===== src/rtl/hce_pkg.sv =====
package hce_pkg;

    localparam int WORD_W = 32;
    localparam int N_WORDS = 8;
    localparam int CV_W = WORD_W * N_WORDS;

    typedef logic [WORD_W-1:0] word_t;

    typedef struct packed {
        word_t a;
        word_t b;
        word_t c;
        word_t d;
        word_t e;
        word_t f;
        word_t g;
        word_t h;
    } cv_t;

    typedef enum logic [1:0] {
        PH_IDLE  = 2'd0,
        PH_ROUND = 2'd1,
        PH_MERGE = 2'd2
    } phase_t;

    function automatic word_t rotl32(input word_t x, input logic [4:0] n);
        return (x << n) | (x >> (6'd32 - {1'b0, n}));
    endfunction

    // permutation applied to the right-hand sum before it becomes word e
    function automatic word_t mix_e(input word_t x);
        return x ^ rotl32(x, 5'd9) ^ rotl32(x, 5'd17);
    endfunction

endpackage


===== src/rtl/hce_fsm.sv =====
module hce_fsm
    import hce_pkg::*;
#(
    parameter int ROUNDS = 64,
    localparam int IDX_W = $clog2(ROUNDS)
) (
    input  logic             clk,
    input  logic             rst_n,
    input  logic             start,
    input  logic             word_valid,
    output logic             word_ready,
    output logic             busy,
    output logic             load_en,
    output logic             step_en,
    output logic             merge_en,
    output logic [IDX_W-1:0] round_idx
);

    localparam logic [IDX_W-1:0] LAST_IDX = IDX_W'(ROUNDS - 1);

    phase_t           state_q;
    phase_t           state_d;
    logic [IDX_W-1:0] cnt_q;

    // state register
    always_ff @(posedge clk or negedge rst_n) begin
        if (!rst_n) begin
            state_q <= PH_IDLE;
        end else begin
            state_q <= state_d;
        end
    end

    // transitions
    always_comb begin
        state_d = state_q;
        unique case (state_q)
            PH_IDLE: begin
                if (start) begin
                    state_d = PH_ROUND;
                end
            end
            PH_ROUND: begin
                if (word_valid && (cnt_q == LAST_IDX)) begin
                    state_d = PH_MERGE;
                end
            end
            PH_MERGE: begin
                state_d = PH_IDLE;
            end
            default: begin
                state_d = PH_IDLE;
            end
        endcase
    end

    // outputs decoded from the current state
    always_comb begin
        word_ready = 1'b0;
        busy       = 1'b1;
        load_en    = 1'b0;
        step_en    = 1'b0;
        merge_en   = 1'b0;
        unique case (state_q)
            PH_IDLE: begin
                busy    = 1'b0;
                load_en = start;
            end
            PH_ROUND: begin
                word_ready = 1'b1;
                step_en    = word_valid;
            end
            PH_MERGE: begin
                merge_en = 1'b1;
            end
            default: begin
                busy = 1'b0;
            end
        endcase
    end

    // round counter
    always_ff @(posedge clk or negedge rst_n) begin
        if (!rst_n) begin
            cnt_q <= '0;
        end else if (load_en) begin
            cnt_q <= '0;
        end else if (step_en) begin
            cnt_q <= cnt_q + 1'b1;
        end
    end

    assign round_idx = cnt_q;

endmodule


===== src/rtl/hce_tgen.sv =====
module hce_tgen
    import hce_pkg::*;
#(
    parameter int    ROUNDS  = 64,
    parameter int    SPLIT   = 16,
    parameter word_t T_EARLY = 32'h79CC4519,
    parameter word_t T_LATE  = 32'h7A879D8A,
    localparam int   IDX_W   = $clog2(ROUNDS)
) (
    input  logic [IDX_W-1:0] round_idx,
    output word_t            t_rot,
    output logic             late
);

    localparam logic [IDX_W-1:0] SPLIT_IDX = IDX_W'(SPLIT);

    word_t base_t;

    always_comb begin
        late   = (round_idx >= SPLIT_IDX);
        base_t = late ? T_LATE : T_EARLY;
        // rotation amount is the round number modulo the word width
        t_rot  = rotl32(base_t, round_idx[4:0]);
    end

endmodule


===== src/rtl/hce_round.sv =====
module hce_round
    import hce_pkg::*;
(
    input  cv_t   cur,
    input  word_t w_j,
    input  word_t wp_j,
    input  word_t t_j,
    input  logic  late,
    output cv_t   nxt
);

    word_t a_r12;
    word_t ss1;
    word_t ss2;
    word_t ff_v;
    word_t gg_v;
    word_t tt1;
    word_t tt2;

    always_comb begin
        a_r12 = rotl32(cur.a, 5'd12);
        ss1   = rotl32(a_r12 + cur.e + t_j, 5'd7);
        ss2   = ss1 ^ a_r12;

        if (late) begin
            ff_v = (cur.a & cur.b) | (cur.a & cur.c) | (cur.b & cur.c);
            gg_v = ((cur.f ^ cur.g) & cur.e) ^ cur.g;
        end else begin
            ff_v = cur.a ^ cur.b ^ cur.c;
            gg_v = cur.e ^ cur.f ^ cur.g;
        end

        tt1 = ff_v + cur.d + ss2 + wp_j;
        tt2 = gg_v + cur.h + ss1 + w_j;

        nxt.a = tt1;
        nxt.b = cur.a;
        nxt.c = rotl32(cur.b, 5'd9);
        nxt.d = cur.c;
        nxt.e = mix_e(tt2);
        nxt.f = cur.e;
        nxt.g = rotl32(cur.f, 5'd19);
        nxt.h = cur.g;
    end

endmodule


===== src/rtl/hce_merge.sv =====
module hce_merge
    import hce_pkg::*;
#(
    parameter int  NW  = N_WORDS,
    localparam int VW  = NW * WORD_W
) (
    input  logic [VW-1:0] work,
    input  logic [VW-1:0] base,
    output logic [VW-1:0] result
);

    for (genvar i = 0; i < NW; i++) begin : g_word
        assign result[i*WORD_W +: WORD_W] = work[i*WORD_W +: WORD_W] ^ base[i*WORD_W +: WORD_W];
    end

endmodule


===== src/rtl/hce_engine.sv =====
module hce_engine
    import hce_pkg::*;
#(
    parameter int    ROUNDS  = 64,
    parameter int    SPLIT   = 16,
    parameter word_t T_EARLY = 32'h79CC4519,
    parameter word_t T_LATE  = 32'h7A879D8A,
    localparam int   IDX_W   = $clog2(ROUNDS)
) (
    input  logic            clk,
    input  logic            rst_n,
    input  logic            start,
    input  logic [CV_W-1:0] chain_in,
    input  logic            word_valid,
    input  logic [31:0]     w_in,
    input  logic [31:0]     wp_in,
    output logic            word_ready,
    output logic            done,
    output logic [CV_W-1:0] chain_out
);

    logic             busy;
    logic             load_en;
    logic             step_en;
    logic             merge_en;
    logic [IDX_W-1:0] round_idx;
    word_t            t_rot;
    logic             late;

    cv_t              work_q;
    cv_t              base_q;
    cv_t              work_nx;
    logic [CV_W-1:0]  merged;

    logic             done_q;
    logic [CV_W-1:0]  out_q;

    hce_fsm #(.ROUNDS(ROUNDS)) u_fsm (
        .clk        (clk),
        .rst_n      (rst_n),
        .start      (start),
        .word_valid (word_valid),
        .word_ready (word_ready),
        .busy       (busy),
        .load_en    (load_en),
        .step_en    (step_en),
        .merge_en   (merge_en),
        .round_idx  (round_idx)
    );

    hce_tgen #(
        .ROUNDS  (ROUNDS),
        .SPLIT   (SPLIT),
        .T_EARLY (T_EARLY),
        .T_LATE  (T_LATE)
    ) u_tgen (
        .round_idx (round_idx),
        .t_rot     (t_rot),
        .late      (late)
    );

    hce_round u_round (
        .cur  (work_q),
        .w_j  (w_in),
        .wp_j (wp_in),
        .t_j  (t_rot),
        .late (late),
        .nxt  (work_nx)
    );

    hce_merge #(.NW(N_WORDS)) u_merge (
        .work   (work_q),
        .base   (base_q),
        .result (merged)
    );

    // working and captured chaining words
    always_ff @(posedge clk or negedge rst_n) begin
        if (!rst_n) begin
            work_q <= '0;
            base_q <= '0;
        end else if (load_en) begin
            work_q <= cv_t'(chain_in);
            base_q <= cv_t'(chain_in);
        end else if (step_en) begin
            work_q <= work_nx;
        end
    end

    // registered outputs
    always_ff @(posedge clk or negedge rst_n) begin
        if (!rst_n) begin
            done_q <= 1'b0;
            out_q  <= '0;
        end else begin
            done_q <= merge_en;
            if (merge_en) begin
                out_q <= merged;
            end
        end
    end

    assign done      = done_q;
    assign chain_out = out_q;

endmodule


===== config.mk =====
export PLATFORM = sky130hd
export DESIGN_NAME = hce_engine
export DESIGN_NICKNAME = d
export VERILOG_FILES = /design/src/rtl/hce_pkg.sv /design/src/rtl/hce_fsm.sv /design/src/rtl/hce_tgen.sv /design/src/rtl/hce_round.sv /design/src/rtl/hce_merge.sv /design/src/rtl/hce_engine.sv
export SDC_FILE = /design/constraint.sdc
export NUM_CORES = 2
export LEC_CHECK = 0
export BUFFER_PORTS_ARGS = -buffer_cell sky130_fd_sc_hd__buf_2
export CORE_MARGIN = 3
export CORE_UTILIZATION = 25
export DETAILED_ROUTE_END_ITERATION = 6
export GPL_ROUTABILITY_DRIVEN = 1
export SLEW_MARGIN = 20
export SYNTH_ARGS = -nofsm -noshare
export SYNTH_HDL_FRONTEND = slang
export SYNTH_SLANG_ARGS = --single-unit

===== constraint.sdc =====
create_clock -name clk -period 12.1 [get_ports clk]
set_input_delay 0.605 -clock clk [delete_from_list [all_inputs] [get_ports clk]]
set_output_delay 0.605 -clock clk [all_outputs]
set_load 0.01 [all_outputs]

Word level (Yosys, flattened, before mapping)
Index checks and enable logic that the tools add are counted.
W data, S select, Z words.

storage, ports and cells
  logic and storage cells = 86
  output and inout bits = 258
  bits in registers = 777
  bits of input ports = 324

cells by class
  reduce and logical (&&, ||, !) cells = 4
  bitwise operators = 30
  shift-type cells = 2
  magnitude comparators = 1
  muxes and demuxes = 14
  eq/ne operators = 5
  add/subtract/negate cells = 10

operators by type and width
  kind                   number
  $xor A32 B32 Y32       17
  $mux W256              2
  $add A32 B32 Y32       8
  $and A32 B32 Y32       4
  $or A32 B32 Y32        3
  $mux W32               2
  $or A32 B9 Y32         2
  $or A32 B12 Y32        1
  $or A32 B17 Y32        1
  $or A32 B19 Y32        1
  $or A32 B7 Y32         1
  $shl A32 B5 Y32        1
  $shr A32 B6 Y32        1
  $mux W26               1
  $mux W6                2
  $add A6 B1 Y6 const B  1
  $eq A6 B6 Y1 const B   1
  $ge A6 B5 Y1 const B   1
  $sub A6 B5 Y6 const A  1
  $mux W1                4
  $mux W2                2
  $pmux W2 S2            1
  $eq A2 B1 Y1 const B   1
  $eq A2 B2 Y1 const B   1
  other kinds (6)        6

Logic depth before layout (Yosys ltp)
  depth after elaboration = 13
  mapped depth = 43
  depth with buffers taken out = 38

By module
From an unflattened synthesis, not the netlist that was laid out.

unflattened totals
  cells, all modules = 4721
  area, all modules = 48965.7 um2

by module, submodules not included
  module      area each (um2)  instances  seq. area each (um2)  cells each
  hce_engine  30400.4          1          19243.5               2447
  hce_round   12881.1          1          0.0                   1519
  hce_tgen    2974.1           1          0.0                   454
  hce_merge   2242.2           1          0.0                   256
  hce_fsm     467.9            1          200.2                 45

Worst setup path after synthesis
OpenSTA, ideal clock, no wires.

  kind = reg2reg
  from = register u_fsm.cnt_q[4] (netlist: u_fsm.round_idx[4])
  to = register work_q[245] (netlist name)
  data required time = 11.958 ns
  cell stages (with the launch flop) = 41
  setup slack = 2.625 ns
  path buffers = 6
  period minus slack after synthesis = 9.475 ns
  arrival = 9.333 ns
  library setup time = 0.142 ns
  cell sequence = dfrtp_1 > clkbuf_1 > nor2_1 > clkinv_1 > clkbuf_1 > clkbuf_1 > clkbuf_1 > ha_1 > clkbuf_1 > clkbuf_1 > o21ai_0 > a222oi_1 > nand2_1 > a21oi_1 > a21oi_1 > fa_1 > inv_1 > ha_1 > [... 5 more ...] > o2bb2ai_2 > o31ai_2 > a311o_1 > a31oi_1 > xnor2_1 > xor2_1 > fa_1 > ha_1 > o21a_1 > o31a_1 > o41ai_1 > a21oi_1 > o41ai_1 > o21a_1 > nor2_1 > a311oi_1 > xor2_1 > o221ai_1

between the ends
  cells in the longest elaborated chain, start to end = 11
  elaborated cells between the ends (all ways) = 15
  those cells by class = add/sub: 5; order compare: 1; shift: 2; mux: 4; bitwise: 3

RTL lines
  what                                                RTL line          source
  start, declared                                     hce_fsm.sv:23     logic [IDX_W-1:0] cnt_q;
  start signal, assigned                              hce_fsm.sv:89     cnt_q <= cnt_q + 1'b1;
  $ge A6 B5 Y1                                        hce_tgen.sv:20    late = (round_idx >= SPLIT_IDX);
  $mux W26                                            hce_tgen.sv:21    base_t = late ? T_LATE : T_EARLY;
  $shr A32 B6 Y32 or $shl A32 B5 Y32 (tied branches)  hce_pkg.sv:27     return (x << n) | (x >> (6'd32 - {1'b0, n}));
  $or A32 B32 Y32                                     hce_pkg.sv:27
  $add A32 B32 Y32                                    hce_round.sv:22   ss1 = rotl32(a_r12 + cur.e + t_j, 5'd7);
  $or A32 B7 Y32                                      hce_pkg.sv:27
  $xor A32 B32 Y32                                    hce_round.sv:23   ss2 = ss1 ^ a_r12;
  $add A32 B32 Y32 * (2 in series)                    hce_round.sv:33   tt1 = ff_v + cur.d + ss2 + wp_j;
  $mux W256 *                                         hce_engine.sv:85  end else if (step_en) begin
  $mux W256 *                                         hce_engine.sv:82  end else if (load_en) begin
  end signal, assigned                                hce_engine.sv:83  work_q <= cv_t'(chain_in);
  end signal, assigned                                hce_engine.sv:86  work_q <= work_nx;
  end, declared                                       hce_engine.sv:30  cv_t work_q;

Every way passes the cells marked *; elsewhere a longest branch is shown, timed or not. The select of a mux whose other input is x is not followed.
A chain may end at the register's enable or synchronous reset.

Final worst setup path
  from = register u_fsm.cnt_q[0] (netlist: u_fsm.round_idx[0])
  to = register work_q[245] (netlist name)

Same word-level chain as after synthesis.

==> load_flow_metrics.sql <==
INSERT INTO impl_metrics (metric_group, metric, value, unit) VALUES
('setup_path', 'startpoint', 'u_fsm.round_idx[0]', ''),
('clock_network', 'cts_hold_buf', '1', ''),
('route', 'post_drt_wl_per_cell', '25.4', 'um'),
('setup_path', 'crit_path_max_fanout', '33', ''),
('setup_path', 'reg2regPathDepth', '35', ''),
('floorplanning', 'placeableCoreArea', '179000', 'um^2'),
('clock_network', 'ctsResizeCount', '0', ''),
('synth', 'post_synth_instance_area', '45400', 'um^2'),
('synth', 'ys_dominant_reg_cell', 'dfrtp_1', ''),
('route', 'first_pass_iters', '6', ''),
('placed_design', 'gpl.final_weighted_congestion', '0.947', ''),
('clock_network', 'clk_latency', '0.71', 'ns'),
('clock_network', 'clock_buffers_created_by_tritoncts', '88', ''),
('cells_and_area', 'fillCellCount', '19000', ''),
('placed_design', 'placement.io_buffers', '581', ''),
('synth', 'synth_net_count', '5656', ''),
('setup_path', 'startpoint_type_of_the_worst_setup_path', 'flip-flop', ''),
('synth', 'synth_top_family_by_area', 'simple AND/OR/NAND/NOR gates', ''),
('synth', 'yosys-top-cells-area', 'dfrtp_1 43%, nand2_1 9.1%, fa_1 8.3%', ''),
('synth', 'synth_area_per_cell', '9.00', 'um^2'),
('route', 'number_of_nets_with_antenna_violations_after_detailed_routing', '0', ''),
('clock_network', 'cts_sinks', '777', ''),
('clock_network', 'h-tree-depth', '3', ''),
('synth', 'synth_simple_gate_area_share', '15.3', '%'),
('synth', 'synth_cells', '5044', ''),
('timing', 'min_period_over_period', '88.2', '%'),
('timing', 'max-slew-margin-rel', '20.1', '%'),
('setup_path', 'crit_path_end_kind', 'flip-flop', ''),
('timing', 'hold_viol_final', '0', ''),
('placed_design', 'dpl.hpwl', '157000', 'um'),
('floorplanning', 'chipHeight', '432', 'um'),
('job', 'count_of_maximum_capacitance_violations', '0', ''),
('outcome', 'outcome', 'finished clean', ''),
('timing', 'grt_setup_unrepaired', 'false', ''),
('setup_path', 'worstPathArrival', '11.21', 'ns'),
('synth', 'synth_compound_gate_area_share', '13.3', '%'),
('min_path', 'worst_hold_path_type', 'in2reg', ''),
('setup_path', 'rrSetupSlack', '1.42', 'ns'),
('timing', 'report.final.slew_viol_count', '0', ''),
('setup_path', 'peak_per_stage_delay_on_the_critical_path', '0.73', 'ns'),
('synth', 'post_synth_xor_area_fraction', '9.40', '%'),
('setup_path', 'criticalPathCategory', 'reg2reg', ''),
('synth', 'synth_enable_flop_cells', '0', ''),
('route', 'route.detailed.drc', '0', ''),
('synth', 'yosys-mux-area-fraction', '3.02', '%'),
('route', 'routed_wl', '201000', 'um'),
('timing', 'finClkSkew', '0.0311', 'ns'),
('setup_path', 'worst_path_max_delay_cell', 'nor3_1', ''),
('global_routing', 'grt-ovfl-total', '0', ''),
('timing', 'fin_worst_hold_slack', '0.112', 'ns'),
('floorplanning', 'fp.dieArea', '187000', 'um^2'),
('global_routing', 'groute.usage.overall', '21.1', '%'),
('timing', 'final.setup.tns', '0', 'ns'),
('floorplanning', 'boundaryPins', '582', ''),
('route', 'vias', '38900', ''),
('setup_path', 'timing.critical_path.required', '12.63', 'ns'),
('synth', 'synth.lib_cells_used.distinct', '79', ''),
('synth', 'synth_top_cell_by_area', 'dfrtp_1', ''),
('cells_and_area', 'areaGrowthSynthToFinish', '18.4', '%'),
('timing', 'fmaxAchievable', '93.7', 'MHz'),
('clock_network', 'cts_setup_buffers', '0', ''),
('global_routing', 'grt_antenna_before_repair', '57', ''),
('floorplanning', 'fp.dieW', '432', 'um'),
('synth', 'postSynthRegisterBits', '777', ''),
('cells_and_area', 'num-nets-final', '6102', ''),
('setup_path', 'cp_num_buf_inv', '2', ''),
('route', 'routed_via_density', '4.91', ''),
('clock_network', 'clk_pin_slew', '0.06', 'ns'),
('synth', 'yosysSeqAreaShare', '42.8', '%'),
('route', 'drt-initial-drc-count', '3468', ''),
('setup_path', 'worst_path_dominant_cell_family', 'compound AO/OA/AOI/OAI gates', '');
==> sequential cells by signal, indices dropped and copies added (netlist names) <==
register / cells
base_q: 256
chain_out: 256
work_q: 256
u_fsm.round_idx: 6
u_fsm.state_q: 2
done: 1
==> kinds of logic (layout without fill, tap and decap cells) <==
logic type	count (synthesis)	after routing
AND/OR/NAND/NOR	1744	1744
AO/OA/AOI/OAI	1016	1016
flip-flops	777	777
buffers and inverters	602	1112
XOR/XNOR	481	481
adder cells (fa/ha/maj)	290	290
multiplexers	134	134
other	0	19
==> synth_stat cells (23+ instances only) <==
library cell,count
nor3_1,47
fa_1,188
o211ai_1,95
a21oi_1,417
inv_1,297
a31oi_1,52
nand3_1,87
o21ai_0,237
nand2_1,1102
mux2i_1,111
xor2_1,87
nor2_1,435
xnor2_1,390
mux2_2,23
dfrtp_1,777
a21o_1,44
buf_1,29
ha_1,100
clkbuf_1,256
==> cell type report <==
cell class              instances  area (um^2)  area share (%)
diodes                         19         47.5          0.0885
clock buffers                 126         2570            4.78
clock inverters                28          322           0.599
inverters                     300         1130            2.10
multi-input cells            3665        23700            44.1
flip-flops and latches        777        19400            36.2
well taps                    2355         2950            5.48
repair buffers                658         3560            6.63
==> tightest hold or removal path, cell delays in order <==
cell and delay (ns):
buf_2 0.08, nand2_1 0.05, nand2_1 0.05
==> layer usage <==
layer | wire [um] | global-route usage, % | up-vias
met2 | 98600 | 35.7 | 1560
met3 | 11200 | 3.19 | 385
met1 | 80900 | 26.2 | 19500
met4 | 10400 | 10.4 | 4
met5 | 27 | 0 | -
li1 | - | - | 17500
==> worst min-delay path by stage <==
stage	end	cells after the start	slack [ns]
after floorplan	base_q[0]	0	0.31
after global routing	base_q[43]	3	0.08
final	base_q[43]	3	0.11
after global placement	u_fsm.state_q[1]	1	0.48
after detailed placement	base_q[169]	2	0.48
after CTS	base_q[43]	3	0.03
==> per-stage QoR <==
| step | setup slack [ns] | cells | utilization, % | area [um^2] |
|---|---|---|---|---|
| 4_1_cts | 1.57 | 7909 | 29.9 | 53700 |
| 5_1_grt | 0.883 | 7922 | 29.9 | 53700 |
| 3_3_place_gp | 1.76 | 7754 | 28.3 | 50800 |
| 3_5_place_dp | 1.60 | 7754 | 28.3 | 50800 |
| 2_1_floorplan | 2.62 | 5044 | - | 45400 |
| 6_report | 1.42 | 7928 | 29.9 | 53700 |
Power is left out: the tool's default activity adds up to more than one toggle a clock period on the data nets, which glitch-free logic cannot reach.
